`config.mk`:
```
export PLATFORM = sky130hd
export DESIGN_NAME = pcm_sig_port
export DESIGN_NICKNAME = d
export VERILOG_FILES = /design/src/rtl/pcm_sig_pkg.sv /design/src/rtl/pin_sync.sv /design/src/rtl/pcm_rx_shift.sv /design/src/rtl/pcm_tx_shift.sv /design/src/rtl/pcm_sig_port.sv
export SDC_FILE = /design/constraint.sdc
export NUM_CORES = 1
export LEC_CHECK = 0
export ABC_AREA = 1
export BUFFER_PORTS_ARGS = -buffer_cell sky130_fd_sc_hd__buf_2
export CAP_MARGIN = 15
export CELL_PAD_IN_SITES_DETAIL_PLACEMENT = 1
export CELL_PAD_IN_SITES_GLOBAL_PLACEMENT = 2
export CORE_ASPECT_RATIO = 0.5
export CORE_MARGIN = 3
export CORE_UTILIZATION = 33
export CTS_CLUSTER_SIZE = 8
export DETAILED_ROUTE_END_ITERATION = 10
export GPL_TIMING_DRIVEN = 0
export PLACE_DENSITY = 0.83
export SYNTH_ARGS = -nofsm -noshare
export SYNTH_HDL_FRONTEND = slang
export SYNTH_SLANG_ARGS = --single-unit
```
`constraint.sdc`:
```
create_clock -name clk -period 1.9 [get_ports clk]
set_input_delay 0.095 -clock clk [delete_from_list [all_inputs] [get_ports clk]]
set_output_delay 0.095 -clock clk [all_outputs]
set_load 0.05 [all_outputs]
```
`src/rtl/pcm_sig_pkg.sv`:
```
package pcm_sig_pkg;
  // positions of the asynchronous pins inside the synchronizer bundle
  localparam int IX_DCK  = 0;
  localparam int IX_FS   = 1;
  localparam int IX_RXEN = 2;
  localparam int IX_RXD  = 3;
  localparam int IX_TXEN = 4;
  localparam int IX_SEN  = 5;
  localparam int IX_INS  = 6;
  localparam int IX_PD   = 7;
  localparam int IX_LB   = 8;
  localparam int IX_SI1  = 9;
  localparam int IX_SI2  = 10;
  localparam int NUM_SYNC = 11;
endpackage

```
`src/rtl/pin_sync.sv`:
```
module pin_sync #(
  parameter int W      = 1,
  parameter int STAGES = 2
) (
  input  logic         clk,
  input  logic         rst,
  input  logic [W-1:0] d_i,
  output logic [W-1:0] q_o
);
  logic [W-1:0] st [STAGES];

  for (genvar g = 0; g < STAGES; g++) begin : g_stage
    always_ff @(posedge clk) begin
      if (rst) st[g] <= '0;
      else if (g == 0) st[g] <= d_i;
      else st[g] <= st[(g == 0) ? 0 : g-1];
    end
  end

  assign q_o = st[STAGES-1];
endmodule

```
`src/rtl/pcm_rx_shift.sv`:
```
module pcm_rx_shift #(
  parameter int W = 8
) (
  input  logic         clk,
  input  logic         rst,
  input  logic         start_i,
  input  logic         fall_i,
  input  logic         din_i,
  output logic [W-1:0] word_o
);
  localparam int CW = $clog2(W+1);

  logic [CW-1:0] cnt, cnt_eff;
  logic [W-1:0]  sh, nxt;

  always_comb begin
    cnt_eff = start_i ? CW'(W) : cnt;
    nxt     = {sh[W-2:0], din_i};
  end

  always_ff @(posedge clk) begin
    if (rst) begin
      cnt    <= '0;
      sh     <= '0;
      word_o <= '0;
    end else begin
      cnt <= cnt_eff;
      if (fall_i && cnt_eff != '0) begin
        sh  <= nxt;
        cnt <= cnt_eff - 1'b1;
        if (cnt_eff == CW'(1)) word_o <= nxt;
      end
    end
  end
endmodule

```
`src/rtl/pcm_tx_shift.sv`:
```
module pcm_tx_shift #(
  parameter int W = 8
) (
  input  logic         clk,
  input  logic         rst,
  input  logic         start_i,
  input  logic         win_i,
  input  logic         rise_i,
  input  logic         fs_i,
  input  logic [W-1:0] word_i,
  output logic         dat_o,
  output logic         oe_o
);
  localparam int CW = $clog2(W+2);

  logic [CW-1:0] cnt, cnt_eff;
  logic [W-1:0]  treg, nxt, sh;
  logic          pend;

  always_comb cnt_eff = start_i ? '0 : cnt;

  always_ff @(posedge clk) begin
    if (rst) begin
      cnt   <= '0;
      treg  <= '0;
      nxt   <= '0;
      sh    <= '0;
      pend  <= 1'b0;
      dat_o <= 1'b0;
      oe_o  <= 1'b0;
    end else begin
      oe_o <= win_i;
      cnt  <= cnt_eff;
      if (rise_i && win_i) begin
        if (cnt_eff == '0) begin
          dat_o <= treg[W-1];
          sh    <= {treg[W-2:0], 1'b0};
          cnt   <= cnt_eff + 1'b1;
        end else if (cnt_eff < CW'(W)) begin
          dat_o <= sh[W-1];
          sh    <= {sh[W-2:0], 1'b0};
          cnt   <= cnt_eff + 1'b1;
        end else if (cnt_eff == CW'(W)) begin
          cnt <= cnt_eff + 1'b1;
          if (pend) begin
            treg <= nxt;
            pend <= 1'b0;
          end
        end
      end
      if (fs_i) begin
        if (win_i && cnt_eff <= CW'(W)) begin
          nxt  <= word_i;
          pend <= 1'b1;
        end else begin
          treg <= word_i;
          pend <= 1'b0;
        end
      end
    end
  end
endmodule

```
`src/rtl/pcm_sig_port.sv`:
```
module pcm_sig_port
  import pcm_sig_pkg::*;
#(
  parameter int WORD_W      = 8,
  parameter int SYNC_STAGES = 2
) (
  input  logic              clk,
  input  logic              rst,
  input  logic              dclk_i,
  input  logic              fsync_i,
  input  logic              rx_en_i,
  input  logic              rx_dat_i,
  input  logic              tx_en_i,
  output logic              tx_dat_o,
  output logic              tx_oe_o,
  input  logic              sig_en_i,
  input  logic              ins_en_i,
  input  logic              pd_i,
  input  logic              lb_i,
  input  logic              si1_i,
  input  logic              si2_i,
  input  logic              dem_stb_i,
  input  logic [WORD_W-1:0] dem_voice_i,
  input  logic [1:0]        dem_sig_i,
  input  logic              dem_vld_i,
  output logic [WORD_W-1:0] mod_voice_o,
  output logic [1:0]        mod_sig_o,
  output logic              so1_o,
  output logic              so2_o,
  output logic              vd_o,
  output logic              stat_oe_o,
  output logic              pd_q_o,
  output logic              lb_q_o
);
  logic [NUM_SYNC-1:0] raw, s;
  logic [3:0]          lv, prev;
  logic                dck_rise, dck_fall, fs_rise, rx_start, tx_start;
  logic                sen_s, ins_q, si1_q, si2_q;
  logic [WORD_W-1:0]   rx_word, dvoice, tx_next;
  logic [1:0]          dsig;
  logic                dvld;

  always_comb begin
    raw           = '0;
    raw[IX_DCK]   = dclk_i;
    raw[IX_FS]    = fsync_i;
    raw[IX_RXEN]  = rx_en_i;
    raw[IX_RXD]   = rx_dat_i;
    raw[IX_TXEN]  = tx_en_i;
    raw[IX_SEN]   = sig_en_i;
    raw[IX_INS]   = ins_en_i;
    raw[IX_PD]    = pd_i;
    raw[IX_LB]    = lb_i;
    raw[IX_SI1]   = si1_i;
    raw[IX_SI2]   = si2_i;
  end

  pin_sync #(.W(NUM_SYNC), .STAGES(SYNC_STAGES)) u_sync (
    .clk(clk), .rst(rst), .d_i(raw), .q_o(s)
  );

  assign lv = {s[IX_TXEN], s[IX_RXEN], s[IX_FS], s[IX_DCK]};

  always_ff @(posedge clk) begin
    if (rst) prev <= '0;
    else     prev <= lv;
  end

  assign dck_rise = lv[0] & ~prev[0];
  assign dck_fall = ~lv[0] & prev[0];
  assign fs_rise  = lv[1] & ~prev[1];
  assign rx_start = lv[2] & ~prev[2];
  assign tx_start = lv[3] & ~prev[3];
  assign sen_s    = s[IX_SEN];

  // control latch for the shared bus
  always_ff @(posedge clk) begin
    if (rst) begin
      ins_q     <= 1'b0;
      si1_q     <= 1'b0;
      si2_q     <= 1'b0;
      pd_q_o    <= 1'b0;
      lb_q_o    <= 1'b0;
      stat_oe_o <= 1'b0;
    end else begin
      stat_oe_o <= sen_s;
      if (sen_s) begin
        ins_q  <= s[IX_INS];
        si1_q  <= s[IX_SI1];
        si2_q  <= s[IX_SI2];
        pd_q_o <= s[IX_PD];
        lb_q_o <= s[IX_LB];
      end
    end
  end

  pcm_rx_shift #(.W(WORD_W)) u_rx (
    .clk(clk), .rst(rst), .start_i(rx_start), .fall_i(dck_fall),
    .din_i(s[IX_RXD]), .word_o(rx_word)
  );

  assign tx_next = ins_q ? {dvoice[WORD_W-1:1], dsig[1]} : dvoice;

  pcm_tx_shift #(.W(WORD_W)) u_tx (
    .clk(clk), .rst(rst), .start_i(tx_start), .win_i(lv[3]),
    .rise_i(dck_rise), .fs_i(fs_rise), .word_i(tx_next),
    .dat_o(tx_dat_o), .oe_o(tx_oe_o)
  );

  // demodulated frame buffer and frame-sync publication
  always_ff @(posedge clk) begin
    if (rst) begin
      dvoice      <= '0;
      dsig        <= '0;
      dvld        <= 1'b0;
      mod_voice_o <= '0;
      mod_sig_o   <= '0;
      so1_o       <= 1'b0;
      so2_o       <= 1'b0;
      vd_o        <= 1'b0;
    end else begin
      if (fs_rise) begin
        mod_voice_o <= ins_q ? {rx_word[WORD_W-1:1], 1'b0} : rx_word;
        mod_sig_o   <= {ins_q ? rx_word[0] : si2_q, si1_q};
        so1_o       <= dsig[0];
        so2_o       <= dsig[1];
        vd_o        <= dvld;
        dvld        <= 1'b0;
      end
      if (dem_stb_i) begin
        dvoice <= dem_voice_i;
        dsig   <= dem_sig_i;
        dvld   <= dem_vld_i;
      end
    end
  end
endmodule

```
==> flow_summary.toml, run 1 <==
[critical_path]
crit_fanout = 10
worstSetupStartpointType = "flip-flop"
end_kind = "flip-flop"
crit_type = "flip-flop to flip-flop"
required_ns = 2.15
rrSetupSlack_ns = 0.18
cp.arrival_ns = 1.97

[clocking]
cts-root-buf = "clkbuf_16"
clk_latency_ns = 0.36
cts-htree-levels = 3
path_clk_slew_ns = 0.08
cts_buffers = 9
cts_buffer_depth = 2
tritoncts = "done"
clock_sinks = 104

[place]
io_buffers = 40
hpwl_mm = 6.86
gp_congestion = 0.719

[cells_and_area]
syn_to_final_growth_pct = 25.7
multi_input_area_um2 = 1530
nets = 616
drive_gt1_share_pct = 15.5
fillers = 1424
num_antenna_cells = 0
regArea_um2 = 2090

[synth]
netlist_area_um2 = 3930
synth_area_leaders = "dfxtp_1, nor2_1, o21ai_0"
synthMuxAreaShare_pct = 0
synthAdderAreaFrac_pct = 1.27
synth_seq_cells = 104
yosysSeqAreaShare_pct = 53.0
syn-num-nets = 538
synth-xor-area-share_pct = 0
netlist-cell-type-count = 26
syn_inst = 509
synth_warnings = 0
synth_area_leader_cell = "dfxtp_1"
synth_top_area_share_pct = 53.0
synth_top_family_by_area = "simple AND/OR/NAND/NOR gates"
yosys.area_share.simple_pct = 23.3
synth-compound-area-share_pct = 13.6
synth.avg_cell_area_um2 = 7.72

[drt]
topRoutingLayerUsed = "met4"
dr.pass1.iters = 4
route.detailed.drc = 0
avgViaCountPerCell = 4.46
drt_iter0_drc = 115
wl_per_cell_um = 13.2
dr_wl_met2_mm = 4.66
routed_wl_mm = 9.92
routed-via-count = 3350
met3_length_um = 234
wl_met1_mm = 4.91
final_antenna_net_count = 0

[sta]
fin_tns_setup_ns = 0
clock.fmax_mhz = 583
slew_headroom_pct = 54.8
drv_slew = 0
period_minus_slack_ns = 1.72
finalHoldViolCount = 0
setup_violations = 0
worstMarginPinSlew_ns = 0.678
whs_ns = 0.0387
timing.final.crit_share_pct = 90.3
skew_ns = 0.00862

[pwr]
leakagePower_nw = 2.23
power_density_nw_per_um2 = 924
p_total_mw = 4.57
ir_drop_v = 0.000415

[die]
die-area_um2 = 13300
core-area_um2 = 11300
die_w_um = 160
ios = 43
initial_core_util_pct = 34.8
row_count = 27
die-height_um = 83.1

[global_routing]
antenna_found_initial = 0
grt_max_degree = 23
grt_use_total_pct = 15.6
grt_pass1_vias = 3505
grt_pass1_wl_mm = 16.9
grt-ovfl-total = 0

[run]
cap_violations = 0

[run_status]
status = "finished, final reports clean"

[hold_path]
min_path_type = "input port to flip-flop"
cells in the mapped netlist, drive strengths merged:
| library cell | count |
|---|---|
| nand3 | 20 |
| dfxtp | 104 |
| clkbuf | 12 |
| ha | 4 |
| inv | 65 |
| o21bai | 5 |
| a21oi | 30 |
| o211ai | 1 |
| nand2 | 60 |
| o22ai | 5 |
| o21ai | 59 |
| nor3 | 8 |
| nor2 | 125 |
| nand4 | 2 |
| buf | 9 |
layout by cell type (no fill, tap or decap), types with 3 or more instances in the layout:
master         count
nor2_1           123
dfxtp_1          102
inv_1             64
o21ai_0           59
nand2_1           49
buf_2             41
a21oi_1           27
dlygate4sd3_1     20
nand3_1           17
clkbuf_1          11
buf_4              9
clkbuf_16          9
nor3_1             8
nand2_4            6
nand2_2            5
o22ai_1            5
o21bai_1           5
buf_1              4
clkinv_8           4
nand3_2            3
a21oi_2            3
ha_1               3
where the power goes:
| group | switching, mW | internal, mW |
|---|---|---|
| registers | 0.0371 | 2.25 |
| clock network | 0.970 | 0.958 |
| logic | 0.225 | 0.123 |
| total | 1.23 | 3.33 |
worst max-delay path: stages (launching register included):
cell	delay, ns
dfxtp_4	0.38
nand2_4	0.12
nand2_2	0.11
ha_4	0.20
nand2_4	0.12
nand2_4	0.07
nand2_4	0.12
nand2_4	0.07
buf_6	0.14
o21ai_0	0.21
nor2_1	0.06
sequential cells by signal, summed over array words and instances (netlist names), 2 cells and up:
| register | count |
|---|---|
| dsig | 2 |
| u_tx.sh | 7 |
| dvoice | 8 |
| u_tx.treg | 8 |
| u_tx.nxt | 8 |
| u_rx.sh | 7 |
| u_rx.word_o | 8 |
| mod_sig_o | 2 |
| u_tx.cnt | 4 |
| u_rx.cnt | 4 |
| u_sync.st | 22 |
| prev | 4 |
| mod_voice_o | 8 |
stage by stage:
| step | std cells | util [%] | worst slack, ns | instance area, µm² |
|---|---|---|---|---|
| final | 751 | 43.8 | 0.184 | 4940 |
| after global routing | 751 | 43.8 | -0.0142 | 4940 |
| after CTS | 749 | 43.4 | 0.0299 | 4900 |
| after detailed placement | 708 | 38.4 | -0.291 | 4330 |
| after global placement | 708 | 38.4 | -0.253 | 4330 |
| after floorplan | 509 | - | 0.0660 | 3930 |
routing by layer:
metal	track usage, %	up-vias
li1	-	1757
met1	19.7	1555
met2	26.9	28
met3	3.79	10
met4	4.25	0
met5	0	-
area by class of cell:
| type | instances | share of cell area, % |
|---|---|---|
| buffer | 21 | 2.10 |
| clock buffer | 9 | 4.56 |
| clock inverter | 7 | 1.95 |
| inverter | 65 | 4.94 |
| multi-input combinational | 319 | 31.0 |
| sequential | 104 | 42.3 |
| tap | 159 | 4.03 |
| timing repair buffer | 67 | 9.17 |
what timing repair did:
item,in CTS,in global routing
cloned,0,0
buffers inserted,5,2
gates resized for setup,3,6
endpoints found under the setup margin,17,23
hold endpoints to repair,20,0
pin swaps,1,2
hold buffers,20,0
path summary, 6_finish.rpt:
kind	from	endpoint	cells past startpoint
worst max-delay path	u_sync.st[1][4]	u_tx.treg[2]	10
worst min-delay path	dem_vld_i	dvld	3
worst max register to register	u_sync.st[1][4]	u_tx.treg[2]	10
worst min register to register	u_sync.st[0][3]	u_sync.st[1][3]	2
logic make-up after synthesis:
kind of cell / Yosys count
AOI/OAI and AO/OA: 100
adders and majority gates: 4
buffers and inverters: 86
DFF: 104
and+or+nand+nor: 215
No activity file was read; power rests on OpenSTA's default activity.
==> run 2: changes to the inputs <==
Settings changed: CORE_UTILIZATION 33 to 34, PLACE_DENSITY 0.83 to 0.84, SYNTH_HIERARCHICAL set to 1.
==> flow_summary.toml, run 2 <==
[synth]
synth.cells.most_frequent = "nor2_1, dfxtp_1, nand2_1, inv_1, o21ai_0"
synth.most_common_cell = "nor2_1"
syn-num-nets = 580
synth_warnings = 6
syn_inst = 551
synth_area_leader_cell = "dfxtp_1"
yosysSeqAreaShare_pct = 48.5
yosys_most_used_dff = "dfxtp_1"
netlist-cell-type-count = 33
synth_edf_count = 0
synth_area_leaders = "dfxtp_1, nor2_1, nand2_1"
netlist_area_um2 = 4330
synth_seq_cells = 105
synth.avg_cell_area_um2 = 7.87
synth_top_area_share_pct = 48.5
async_flop_share_pct = 0

[critical_path]
worstSetupStartpointType = "flip-flop"
cp.arrival_ns = 1.99
crit_type = "flip-flop to flip-flop"
r2r_start = "u_sync/st[1][4]"
end_kind = "flip-flop"
r2r_cells = 13
crit_fanout = 7
r2r_end = "u_tx/treg[6]"
required_ns = 2.15
rrSetupSlack_ns = 0.16

[cells_and_area]
final_common_cell = "nor2_1"
multi_input_area_um2 = 1750
fin_util_pct = 43.6
nets = 655
mostFrequentLayoutCells = "nor2_1, dfxtp_1, nand2_1"
top_register = "u_sync/st"
fillers = 1502
largest_reg_flops = 22
regArea_um2 = 2100
fin_cells = 796
syn_to_final_growth_pct = 22.0
drive_gt1_share_pct = 22.3
num_antenna_cells = 0

[sta]
timing.final.crit_share_pct = 91.6
skew_ns = 0.00889
slew_headroom_pct = 60.9
worstMarginPinSlew_ns = 0.586
drv_slew = 0
rsz0062_at_grt = "no"
finalHoldViolCount = 0
period_minus_slack_ns = 1.74
setup_violations = 0
clock.fmax_mhz = 575

[clocking]
path_clk_slew_ns = 0.07
cts-root-buf = "clkbuf_16"
clk_latency_ns = 0.35
cts-htree-levels = 3
cts_buffer_depth = 2
clock_sinks = 105
cts_buffers = 9
tritoncts = "done"

[pwr]
ir_drop_v = 0.000444
power_density_nw_per_um2 = 848
leakagePower_nw = 2.40

[global_routing]
grt_use_total_pct = 14.7
grt_pass1_wl_mm = 17.0
grt_pass1_vias = 3600
grt_max_degree = 19
grt-ovfl-total = 0
antenna_found_initial = 0

[place]
hpwl_mm = 7.05
gp_congestion = 0.747
io_buffers = 41
dpl.cell_count = 757

[hold_path]
holdPathStages = 3
min_path_type = "input port to flip-flop"
hold_end = "dvld"
holdCritStartpoint = "dem_vld_i"

[run]
cap_violations = 0

[drt]
avgViaCountPerCell = 4.40
final_antenna_net_count = 0
routed_wl_mm = 10.0
wl_per_cell_um = 12.6
route.detailed.drc = 0
routed-via-count = 3504
dr.pass1.iters = 4
drt_iter0_drc = 138

[die]
initial_core_util_pct = 35.8
row_count = 28
die-height_um = 85.8
ios = 43
die_w_um = 166
die-area_um2 = 14200
core-area_um2 = 12100

[run_status]
status = "finished, final reports clean"
-- run 2: report_power, final --
part	total (mW)	switching (mW)	internal, mW
combinational	0.405	0.254	0.151
sequential	2.31	0.0391	2.27
clock	1.77	0.855	0.911
-- run 2: what timing repair did --
action,4_1_cts,5_1_grt
setup buffers,0,3
endpoints found under the setup margin,25,43
hold buffers,20,0
resized for setup,4,6
hold endpoints to repair,20,0
pin swaps,0,1
-- run 2: area by class of cell --
| class | instances | share of cell area (%) |
|---|---|---|
| Buffer | 23 | 4.31 |
| Clock buffer | 10 | 4.33 |
| Clock inverter | 6 | 0.970 |
| Inverter | 75 | 5.47 |
| Multi-Input combinational cell | 348 | 33.2 |
| Sequential cell | 105 | 39.8 |
| Tap cell | 165 | 3.91 |
| Timing Repair Buffer | 64 | 8.09 |
-- run 2: kinds of logic after synthesis --
| group | count (synthesis) | synth area share (%) |
|---|---|---|
| fa+ha+maj | 4 | 1.15 |
| flops | 105 | 48.5 |
| buf+inv | 98 | 11.9 |
| simple gates | 267 | 28.1 |
| compound gates | 77 | 10.3 |
-- run 2: metal layers --
metal	track usage, %	part of all wire, %	vias up
li1	-	-	1851
met5	0	0	-
met3	3.50	2.0	11
met2	27.3	50	23
met1	16.7	47	1619
met4	5.36	1.5	0
-- run 2: how the worst max path moves through the flow --
| stage | startpoint | to | slack (ns) | cells past startpoint |
|---|---|---|---|---|
| after floorplan | u_sync/st[1][4] | u_tx/cnt[0] | 0.21 | 11 |
| after global placement | u_sync/st[1][4] | u_tx/cnt[0] | -0.13 | 11 |
| after detailed placement | u_sync/st[1][4] | u_tx/cnt[0] | -0.17 | 11 |
| after CTS | u_sync/st[1][4] | u_tx/treg[0] | 0.04 | 13 |
| after global routing | u_sync/st[1][4] | u_tx/treg[0] | 0.01 | 13 |
| final | u_sync/st[1][4] | u_tx/treg[6] | 0.16 | 13 |
-- run 2: critical path, cell delays in order (launching register included) --
cell and delay (ns):
dfxtp_1 0.32, inv_1 0.11, nor2_4 0.06, nor2_2 0.19
inv_2 0.10, ha_4 0.18, nand2_2 0.11, nand2_4 0.10
nand2_2 0.10, nand2_2 0.08, nand2_4 0.11, inv_2 0.06
nand2_1 0.06, nand2_1 0.04
-- run 2: metrics by stage --
stage / area (µm²) / hold slack [ns] / TNS (ns) / worst slack (ns) / power (mW)
after floorplan: 4330 / 0.166 / 0 / 0.214 / 2.62
after global placement: 4750 / 0.296 / -1.91 / -0.128 / 2.73
after detailed placement: 4750 / 0.304 / -3.15 / -0.168 / 2.74
after CTS: 5240 / 0.0451 / 0 / 0.0379 / 4.55
after global routing: 5290 / 0.0492 / 0 / 0.0138 / 4.71
final: 5290 / 0.0619 / 0 / 0.160 / 4.48
